<file path="config.mk">
export PLATFORM = sky130hd
export DESIGN_NAME = hr_deadtime_pwm
export DESIGN_NICKNAME = d
export VERILOG_FILES = /design/src/rtl/hdpwm_pkg.sv /design/src/rtl/hdpwm_clamp.sv /design/src/rtl/hdpwm_counter.sv /design/src/rtl/hdpwm_fsm.sv /design/src/rtl/hr_deadtime_pwm.sv
export SDC_FILE = /design/constraint.sdc
export NUM_CORES = 1
export LEC_CHECK = 0
export CORE_ASPECT_RATIO = 1.5
export CORE_MARGIN = 5
export CORE_UTILIZATION = 52
export DETAILED_ROUTE_END_ITERATION = 10
export PLACE_DENSITY = 0.71
export RECOVER_POWER = 50
export SLEW_MARGIN = 20
export SYNTH_ARGS = -nofsm -noshare
export SYNTH_HDL_FRONTEND = slang
export SYNTH_HIERARCHICAL = 1
export SYNTH_SLANG_ARGS = --single-unit
</file>
<file path="constraint.sdc">
create_clock -name clk -period 4 [get_ports clk]
set_clock_uncertainty 0.05 [all_clocks]
set_input_delay 0.6 -clock clk [delete_from_list [all_inputs] [get_ports clk]]
set_output_delay 0.6 -clock clk [all_outputs]
set_load 0.05 [all_outputs]
</file>
<file path="src/rtl/hdpwm_pkg.sv">
package hdpwm_pkg;

    typedef enum logic [2:0] {
        PS_IDLE  = 3'd0,
        PS_LEAD  = 3'd1,
        PS_HIGH  = 3'd2,
        PS_TRAIL = 3'd3,
        PS_LOW   = 3'd4
    } pwm_state_t;

endpackage

</file>
<file path="src/rtl/hdpwm_clamp.sv">
// Turns the raw command and configuration into coarse edge counts and fine taps.
module hdpwm_clamp #(
    parameter int CNT_W  = 10,
    parameter int FINE_W = 4
) (
    input  logic [CNT_W-1:0]        period,
    input  logic [CNT_W+FINE_W-1:0] duty,
    input  logic [CNT_W+FINE_W-1:0] min_on,
    input  logic [CNT_W+FINE_W-1:0] max_on,
    input  logic [CNT_W+FINE_W-1:0] dead,
    output logic [CNT_W-1:0]        plen,
    output logic [CNT_W-1:0]        c_rise,
    output logic [CNT_W-1:0]        c_fall,
    output logic [CNT_W-1:0]        c_glr,
    output logic [FINE_W-1:0]       t_rise,
    output logic [FINE_W-1:0]       t_fall,
    output logic [FINE_W-1:0]       t_glr,
    output logic                    skip
);
    localparam int TW = CNT_W + FINE_W;
    localparam int XW = TW + 3;
    localparam logic [XW-1:0] ONE = XW'(1) << FINE_W;

    logic [XW-1:0] span, d_x, two_d, on_c, fit, on_f, t_f, t_l;
    logic [TW-1:0] on_a, on_b;
    logic          unused_hi;

    always_comb begin
        plen  = (period < CNT_W'(2)) ? CNT_W'(2) : period;
        span  = XW'(plen) << FINE_W;
        d_x   = (XW'(dead) < ONE) ? ONE : XW'(dead);
        two_d = d_x << 1;
        // minimum first, then maximum, then one-clock floor
        on_a  = (duty < min_on) ? min_on : duty;
        on_b  = (on_a > max_on) ? max_on : on_a;
        on_c  = (XW'(on_b) < ONE) ? ONE : XW'(on_b);
        // leave both dead times and one low-side clock inside the period
        skip  = span < (ONE + ONE + two_d);
        fit   = span - ONE - two_d;
        if (skip)
            on_f = ONE;
        else if (on_c > fit)
            on_f = fit;
        else
            on_f = on_c;
        t_f    = d_x + on_f;
        t_l    = two_d + on_f;
        c_rise = d_x[FINE_W +: CNT_W];
        c_fall = t_f[FINE_W +: CNT_W];
        c_glr  = t_l[FINE_W +: CNT_W];
        t_rise = d_x[FINE_W-1:0];
        t_fall = t_f[FINE_W-1:0];
        t_glr  = t_l[FINE_W-1:0];
    end

    assign unused_hi = ^{d_x[XW-1:TW], t_f[XW-1:TW], t_l[XW-1:TW]};

endmodule

</file>
<file path="src/rtl/hdpwm_counter.sv">
// Cycle index within the current period.
module hdpwm_counter #(
    parameter int CNT_W = 10
) (
    input  logic             clk,
    input  logic             rst_n,
    input  logic             clear,
    output logic [CNT_W-1:0] cnt
);
    always_ff @(posedge clk or negedge rst_n) begin
        if (!rst_n)
            cnt <= '0;
        else if (clear)
            cnt <= '0;
        else
            cnt <= cnt + CNT_W'(1);
    end
endmodule

</file>
<file path="src/rtl/hdpwm_fsm.sv">
// Period sequencer: latches the plan at period start and walks the five states.
module hdpwm_fsm
    import hdpwm_pkg::*;
#(
    parameter int CNT_W  = 10,
    parameter int FINE_W = 4
) (
    input  logic              clk,
    input  logic              rst_n,
    input  logic              enable,
    input  logic [CNT_W-1:0]  cnt,
    input  logic [CNT_W-1:0]  plen,
    input  logic [CNT_W-1:0]  c_rise,
    input  logic [CNT_W-1:0]  c_fall,
    input  logic [CNT_W-1:0]  c_glr,
    input  logic [FINE_W-1:0] t_rise,
    input  logic [FINE_W-1:0] t_fall,
    input  logic [FINE_W-1:0] t_glr,
    input  logic              skip,
    output logic              clear,
    output logic              gh,
    output logic              gl,
    output logic [FINE_W-1:0] tap_rise,
    output logic [FINE_W-1:0] tap_fall,
    output logic [FINE_W-1:0] tap_glr
);
    pwm_state_t       state, st_nxt;
    logic [CNT_W-1:0] plen_q, rise_q, fall_q, glr_q, cnt_inc;
    logic             skip_q, wrap, load;

    assign cnt_inc = cnt + CNT_W'(1);
    assign wrap    = (state != PS_IDLE) && (cnt == plen_q - CNT_W'(1));
    assign load    = wrap || ((state == PS_IDLE) && enable);
    assign clear   = (state == PS_IDLE) || wrap;

    // plan captured only on the period-start edge
    always_ff @(posedge clk or negedge rst_n) begin
        if (!rst_n) begin
            plen_q   <= CNT_W'(2);
            rise_q   <= '0;
            fall_q   <= '0;
            glr_q    <= '0;
            skip_q   <= 1'b1;
            tap_rise <= '0;
            tap_fall <= '0;
            tap_glr  <= '0;
        end else if (load && enable) begin
            plen_q   <= plen;
            rise_q   <= c_rise;
            fall_q   <= c_fall;
            glr_q    <= c_glr;
            skip_q   <= skip;
            tap_rise <= t_rise;
            tap_fall <= t_fall;
            tap_glr  <= t_glr;
        end
    end

    always_comb begin
        st_nxt = state;
        unique case (state)
            PS_IDLE: begin
                if (enable) st_nxt = PS_LEAD;
            end
            PS_LEAD: begin
                if (wrap)
                    st_nxt = enable ? PS_LEAD : PS_IDLE;
                else if (!skip_q && (cnt_inc == rise_q))
                    st_nxt = PS_HIGH;
            end
            PS_HIGH: begin
                if (cnt_inc == fall_q) st_nxt = PS_TRAIL;
            end
            PS_TRAIL: begin
                if (cnt_inc == glr_q) st_nxt = PS_LOW;
            end
            PS_LOW: begin
                if (wrap) st_nxt = enable ? PS_LEAD : PS_IDLE;
            end
            default: st_nxt = PS_IDLE;
        endcase
    end

    always_ff @(posedge clk or negedge rst_n) begin
        if (!rst_n)
            state <= PS_IDLE;
        else
            state <= st_nxt;
    end

    always_ff @(posedge clk or negedge rst_n) begin
        if (!rst_n) begin
            gh <= 1'b0;
            gl <= 1'b0;
        end else begin
            gh <= (st_nxt == PS_HIGH);
            gl <= (st_nxt == PS_LOW);
        end
    end

endmodule

</file>
<file path="src/rtl/hr_deadtime_pwm.sv">
module hr_deadtime_pwm #(
    parameter int CNT_W  = 10,
    parameter int FINE_W = 4,
    localparam int TIME_W = CNT_W + FINE_W
) (
    input  logic              clk,
    input  logic              rst_n,
    input  logic              enable,
    input  logic [TIME_W-1:0] duty_cmd,
    input  logic [CNT_W-1:0]  cfg_period,
    input  logic [TIME_W-1:0] cfg_min_on,
    input  logic [TIME_W-1:0] cfg_max_on,
    input  logic [TIME_W-1:0] cfg_dead,
    output logic              gh,
    output logic              gl,
    output logic [FINE_W-1:0] gh_rise_tap,
    output logic [FINE_W-1:0] gh_fall_tap,
    output logic [FINE_W-1:0] gl_rise_tap
);
    logic [CNT_W-1:0]  plen, c_rise, c_fall, c_glr, cnt;
    logic [FINE_W-1:0] t_rise, t_fall, t_glr;
    logic              skip, clear;

    hdpwm_clamp #(.CNT_W(CNT_W), .FINE_W(FINE_W)) u_clamp (
        .period (cfg_period),
        .duty   (duty_cmd),
        .min_on (cfg_min_on),
        .max_on (cfg_max_on),
        .dead   (cfg_dead),
        .plen   (plen),
        .c_rise (c_rise),
        .c_fall (c_fall),
        .c_glr  (c_glr),
        .t_rise (t_rise),
        .t_fall (t_fall),
        .t_glr  (t_glr),
        .skip   (skip)
    );

    hdpwm_counter #(.CNT_W(CNT_W)) u_cnt (
        .clk   (clk),
        .rst_n (rst_n),
        .clear (clear),
        .cnt   (cnt)
    );

    hdpwm_fsm #(.CNT_W(CNT_W), .FINE_W(FINE_W)) u_fsm (
        .clk      (clk),
        .rst_n    (rst_n),
        .enable   (enable),
        .cnt      (cnt),
        .plen     (plen),
        .c_rise   (c_rise),
        .c_fall   (c_fall),
        .c_glr    (c_glr),
        .t_rise   (t_rise),
        .t_fall   (t_fall),
        .t_glr    (t_glr),
        .skip     (skip),
        .clear    (clear),
        .gh       (gh),
        .gl       (gl),
        .tap_rise (gh_rise_tap),
        .tap_fall (gh_fall_tap),
        .tap_glr  (gl_rise_tap)
    );

endmodule

</file>
## Word level (Yosys, flattened, before mapping)

Index checks and enable logic that the tools add are counted.

- Register bits after elaboration: 68
- Latch bits: 0
- Memory bits (writable): 0
- Input port bits: 69
- Memories kept: 0
- Memory bits (read-only): 0
- Word-level logic and storage cells: 61

- Reduce and logical (&&, ||, !) cells: 9
- $lt $le $gt $ge: 7
- $mul: 0
- Add/sub/neg operators: 7
- Equality and inequality tests: 10
- Shift-type cells: 0
- Bitwise operators: 0
- Muxes and demuxes: 16
- Div/mod/pow operators: 0

Operators by type and width:

| operator | count |
|---|---|
| $mux W14 | 6 |
| $eq A10 B10 Y1 | 4 |
| $add A14 B14 Y14 | 2 |
| $lt A14 B5 Y1 const B | 2 |
| $mux W10 | 2 |
| $mux W3 | 6 |
| $gt A14 B17 Y1 | 1 |
| $lt A14 B17 Y1 | 1 |
| $sub A15 B16 Y17 | 1 |
| $add A6 B15 Y16 const A | 1 |
| $pmux W3 S5 | 1 |
| $sub A14 B5 Y15 const B | 1 |
| $gt A14 B14 Y1 | 1 |
| $lt A14 B14 Y1 | 1 |
| $add A10 B1 Y10 const B | 1 |
| $lt A10 B2 Y1 const B | 1 |
| $sub A10 B1 Y10 const B | 1 |
| $eq A3 B2 Y1 const B | 3 |
| $eq A3 B3 Y1 const B | 2 |
| $logic_and A1 B1 Y1 | 4 |
| $eq A3 B1 Y1 const B | 1 |
| $logic_not A3 Y1 | 1 |
| $reduce_bool A3 Y1 | 1 |
| $logic_or A1 B1 Y1 | 2 |
| 2 further kinds | 2 |

## Logic depth before layout (Yosys ltp)

- Word-level depth: 10
- Mapped depth: 42
- Depth with buffers taken out: 38

## Modules after synthesis

Netlist, hierarchy kept.

Modules (own cells, without submodules):

| module | cells an instance | sequential area each (µm²) | area each (µm²) | times used |
|---|---|---|---|---|
| hdpwm_clamp | 559 | 0.0 | 3992.6 | 1 |
| hdpwm_fsm | 309 | 1453.9 | 3639.7 | 1 |
| hdpwm_counter | 45 | 250.2 | 466.7 | 1 |

## Least setup slack after synthesis

No wires, ideal clock.

- Path kind: in2reg
- From: input port cfg_min_on[7]
- To: register u_fsm.glr_q[9]
- Stages: 40
- Arrival time: 8.020 ns
- Path slack: -4.195 ns
- Path buffers: 4
- Path through: inv_1 > ha_1 > a21oi_2 > o21ai_1 > a221o_1 > a21o_4 > buf_2 > buf_2 > nand2_1 > o21ai_0 > ha_1 > a21o_1 > a21oi_2 > o21ai_1 > a2111o_1 > nand2_2 > buf_2 > mux2_2 > (+4 left out) > o21ai_0 > and4_1 > nand2_2 > buf_6 > mux2i_1 > nor2b_1 > ha_1 > fa_1 > a211oi_1 > nor2_1 > o41ai_1 > o21ai_1 > o21ai_0 > nand2b_1 > a21oi_1 > xnor2_1 > xnor2_1 > mux2_4

- Word-level cells in the longest chain between the ends: 10

RTL lines:

| item | line | source |
|---|---|---|
| start: declaration | hr_deadtime_pwm.sv:11 | `input logic [TIME_W-1:0] cfg_min_on,` |
| $lt A14 B14 Y1 | hdpwm_clamp.sv:34 | `on_a = (duty < min_on) ? min_on : duty;` |
| $mux W14 (*) | hdpwm_clamp.sv:34 |  |
| $gt A14 B14 Y1 | hdpwm_clamp.sv:35 | `on_b = (on_a > max_on) ? max_on : on_a;` |
| $mux W14 (*) | hdpwm_clamp.sv:35 |  |
| $lt A14 B5 Y1 | hdpwm_clamp.sv:36 | `on_c = (XW'(on_b) < ONE) ? ONE : XW'(on_b);` |
| $mux W14 (*) | hdpwm_clamp.sv:36 |  |
| $gt A14 B17 Y1 | hdpwm_clamp.sv:42 | `else if (on_c > fit)` |
| $mux W14 (*) | hdpwm_clamp.sv:42 |  |
| $mux W14 (*) | hdpwm_clamp.sv:40 | `if (skip)` |
| $add A14 B14 Y14 (*) | hdpwm_clamp.sv:47 | `t_l = two_d + on_f;` |
| net c_glr[9] | hr_deadtime_pwm.sv:20 | `logic [CNT_W-1:0] plen, c_rise, c_fall, c_glr, cnt;` |
| end signal: assignment | hdpwm_fsm.sv:51 | `glr_q <= c_glr;` |
| end: declaration | hdpwm_fsm.sv:28 | `logic [CNT_W-1:0] plen_q, rise_q, fall_q, glr_q, cnt_inc;` |

Mark *: on every way through the listed nets, which the timed path passes. The rest lies on a longest branch.
A chain may end at the register's enable or synchronous reset.

## Final worst setup path

- From: input port cfg_period[2]
- To: register u_fsm.glr_q[9]

- Word-level cells in the longest chain between the ends: 8
- Elaborated cells on any way between the ends: 9

RTL lines:

| item | line | source |
|---|---|---|
| start: declaration | hr_deadtime_pwm.sv:10 | `input logic [CNT_W-1:0] cfg_period,` |
| $lt A10 B2 Y1 | hdpwm_clamp.sv:29 | `plen = (period < CNT_W'(2)) ? CNT_W'(2) : period;` |
| $mux W10 (*) | hdpwm_clamp.sv:29 |  |
| $sub A14 B5 Y15 | hdpwm_clamp.sv:39 | `fit = span - ONE - two_d;` |
| $sub A15 B16 Y17 | hdpwm_clamp.sv:39 |  |
| $gt A14 B17 Y1 | hdpwm_clamp.sv:42 |  |
| $mux W14 | hdpwm_clamp.sv:42 |  |
| $mux W14 (*) | hdpwm_clamp.sv:40 |  |
| $add A14 B14 Y14 (*) | hdpwm_clamp.sv:47 |  |
| net c_glr[9] | hr_deadtime_pwm.sv:20 |  |

Marked as above.

==> reports/qor.yml <==
status: "complete, but fails checks"
violations: "max-capacitance violations, max-slew violations, negative setup slack"
fp.dieW_um: 111.9
clk_pin_slew_ns: 0.07
synth_top_area_share_pct: 20.39
async_flop_share_pct: 100.0
drtAntennaViolNets: 0
initial_core_util_pct: 52.30
end_kind: "flop"
syn_to_final_growth_pct: 59.32
yosysSeqAreaShare_pct: 21.04
synth_area_um2: 8099
crit_top_cell: "buf_4"
syn_area_per_cell_um2: 8.871
worst_slack_ns: -4.995
synth.yosys.warnings: 6
maxCapViolations: 1
hpwl_um: 20580
setup_viol: 28
gp_congestion: 0.9866
finalSetupTns_ns: -116.74
seqPwrFrac_pct: 22.8
p_clk_share_pct: 13.5
critPathSlowestCell: "nor4_2"
critPathArrivalTime_ns: 9.16
vias: 9739
die_area_um2: 18220
fmax_mhz: 111.2
yosys.area.top_type: "dfrtp_1"
grt.met2_usage_pct: 63.95
htreeDepth: 3
crit_type: "primary input to flop"
synth.area.top_cells: "dfrtp_1 20%, ha_1 14%, mux2_4 9.5%"
drtPass1Iterations: 7
synth_seq_cells: 68
path_max_fanout: 5
p_switching_w: 0.002545
clockBufferDepth: 2
rsz0062_at_grt: "true"
global_route.usage.met1_pct: 32.12
start_kind: "primary input"
synth_ff_type: "dfrtp_1"
worst_slew_pin_slew_ns: 2.070
slew_viol_final: 39
internal_power_w: 0.003409
antenna_found_initial: 0
n_antenna_cell: 0
drt-total-wl_um: 37450
layout_common_cells: "304 x buf_4, 66 x dfrtp_1, 58 x xnor2_1, 58 x mux2_4, 58 x ha_1"
synthesis.instances: 913
synth_edf_count: 0
rows: 56
required_ns: 4.16
max_stage_delay_ns: 0.81
drc_errors: 0
num-nets-final: 1456
numCtsBuffers: 9
synth.distinct_cells: 84
grt_pass1_wl_um: 49420
drive_gt1_share_pct: 45.88
finalHoldViolCount: 0
detail_route.wl_per_cell_um: 24.97
cts_tree: "done"
grt_pass1_vias: 9837
min_period_ns: 8.995
postLayoutCoreUtil_pct: 83.33
grt_usage_pct: 34.18
clk_latency_ns: 0.33
hold_class: "flop to flop"
syn-num-nets: 1077
pin_count: 83
slew_headroom_pct: -38.02
drtIter0Drc: 1001
port-buffer-count: 82
grt_most_used_layer: "met2"
ir_worst_vdd_mv: 0.5181
via_per_inst: 6.493
die_y_um: 162.8
clkSinkCount: 68
cts-root-buf: "clkbuf_16"
grtUsageMet3_pct: 5.056
finalCritPeriodShare_pct: 224.9
core-area_um2: 15480
p_leak_nw: 5.974
power_density_nw_per_um2: 461.4
overflow: 0
grt_max_degree: 39
postCtsHoldBufs: 0
switching_share_pct: 42.75
combPwrFrac_pct: 63.7
layout_commonest_cell: "buf_4"
## worst max-delay path: cells and delay by family
kind	cells	cell delay [ns]
XOR/XNOR	3	0.53
adder cells (fa/ha/maj)	4	1.02
AND/OR/NAND/NOR	12	2.97
buffers and inverters	7	1.26
multiplexers	1	0.25
AO/OA/AOI/OAI	10	2.51
## cells in the mapped netlist, types with 6 or more instances
cell	number
and3_1	9
clkbuf_1	25
nand2b_1	8
xor2_1	30
or3_1	9
nor2_1	57
a21oi_1	43
o21ai_1	6
buf_2	7
a2111oi_0	6
a211oi_1	8
mux2_4	51
mux2i_1	8
nand4_1	22
a31oi_1	11
or2_1	7
nor4_1	12
mux2_2	18
o21ai_0	38
nand3_1	32
and2_1	6
dfrtp_1	66
nand2_1	54
nor2b_1	13
xnor2_1	64
a21o_1	14
ha_1	93
nor3_1	16
inv_1	68
## routing by layer
metal / share of wire, % / vias to the layer above
met5: 0 / -
met4: 12 / 0
met3: 7.9 / 372
met2: 48 / 756
met1: 32 / 4544
li1: - / 4067
## stage by stage
step           instance area [µm²]  instances  hold slack, ns  worst slack [ns]  power, W
6_report                     12900       1500          0.4639            -4.995  0.005954
5_1_grt                      12900       1500          0.4865            -5.006  0.006189
4_1_cts                      12480       1482          0.3459            -3.524  0.005513
3_5_place_dp                 11140       1402          0.4494            -4.759  0.004422
3_3_place_gp                 11140       1402          0.4419            -4.572  0.004337
2_1_floorplan                 8421        913          0.2544            -3.433  0.003385
## logic make-up after synthesis
| kind of cell | Yosys count | synth area share (%) |
|---|---|---|
| xor+xnor | 95 | 10.46 |
| mux | 77 | 12.95 |
| fa+ha+maj | 96 | 14.99 |
| flops | 68 | 21.04 |
| compound gates | 185 | 15.40 |
| simple gates | 279 | 18.75 |
| buf+inv | 113 | 6.411 |
## power by group through the flow
stage	registers, W	logic, W	clock network [W]
2_1_floorplan	0.00146	0.00193	0
3_3_place_gp	0.00133	0.00300	0
3_5_place_dp	0.00135	0.00307	0
4_1_cts	0.00134	0.00337	0.000805
5_1_grt	0.00139	0.00395	0.000841
6_report	0.00136	0.00379	0.000804
## sequential cells by signal, indices dropped and copies added, names as in the netlist
name            flops
u_fsm/state         3
u_fsm/tap_fall      4
u_fsm/plen_q       10
u_cnt/cnt          10
u_fsm/skip_q        1
u_fsm/tap_rise      4
u_fsm/gl            1
u_fsm/rise_q       10
u_fsm/glr_q        10
u_fsm/gh            1
u_fsm/fall_q       10
u_fsm/tap_glr       4
## area by class of cell
class	instances	area, µm²
sequential	68	1704
clock buffer	10	229.0
inverter	69	286.5
clock inverter	6	65.06
timing repair buffer	411	3443
fill	759	2581
tap	203	254.0
multi-input combinational	733	6922
## what timing repair did
item                       4_1_cts  5_1_grt
gates cloned                     4        0
setup endpoints to repair       28       28
buffers inserted                61       21
pin swaps                       69       55
resized for setup              206       59
## worst paths after layout
check / from / end / slack, ns / cells after the start
max in group asynchronous: rst_n / u_fsm/fall_q[2]$_DFFE_PN0P_ / 1.16 / 3
min in group asynchronous: rst_n / u_cnt/cnt[7]$_DFF_PN0_ / 0.81 / 1
min: u_fsm/tap_glr[2]$_DFFE_PN0P_ / u_fsm/tap_glr[2]$_DFFE_PN0P_ / 0.46 / 1
max reg2reg: u_fsm/plen_q[0]$_DFFE_PN0P_ / u_fsm/tap_rise[1]$_DFFE_PN0P_ / 0.41 / 10
max: cfg_period[2] / u_fsm/glr_q[9]$_DFFE_PN0P_ / -4.99 / 37
min reg2reg: u_fsm/tap_glr[2]$_DFFE_PN0P_ / u_fsm/tap_glr[2]$_DFFE_PN0P_ / 0.46 / 1
Power figures use the tool's default switching activity.
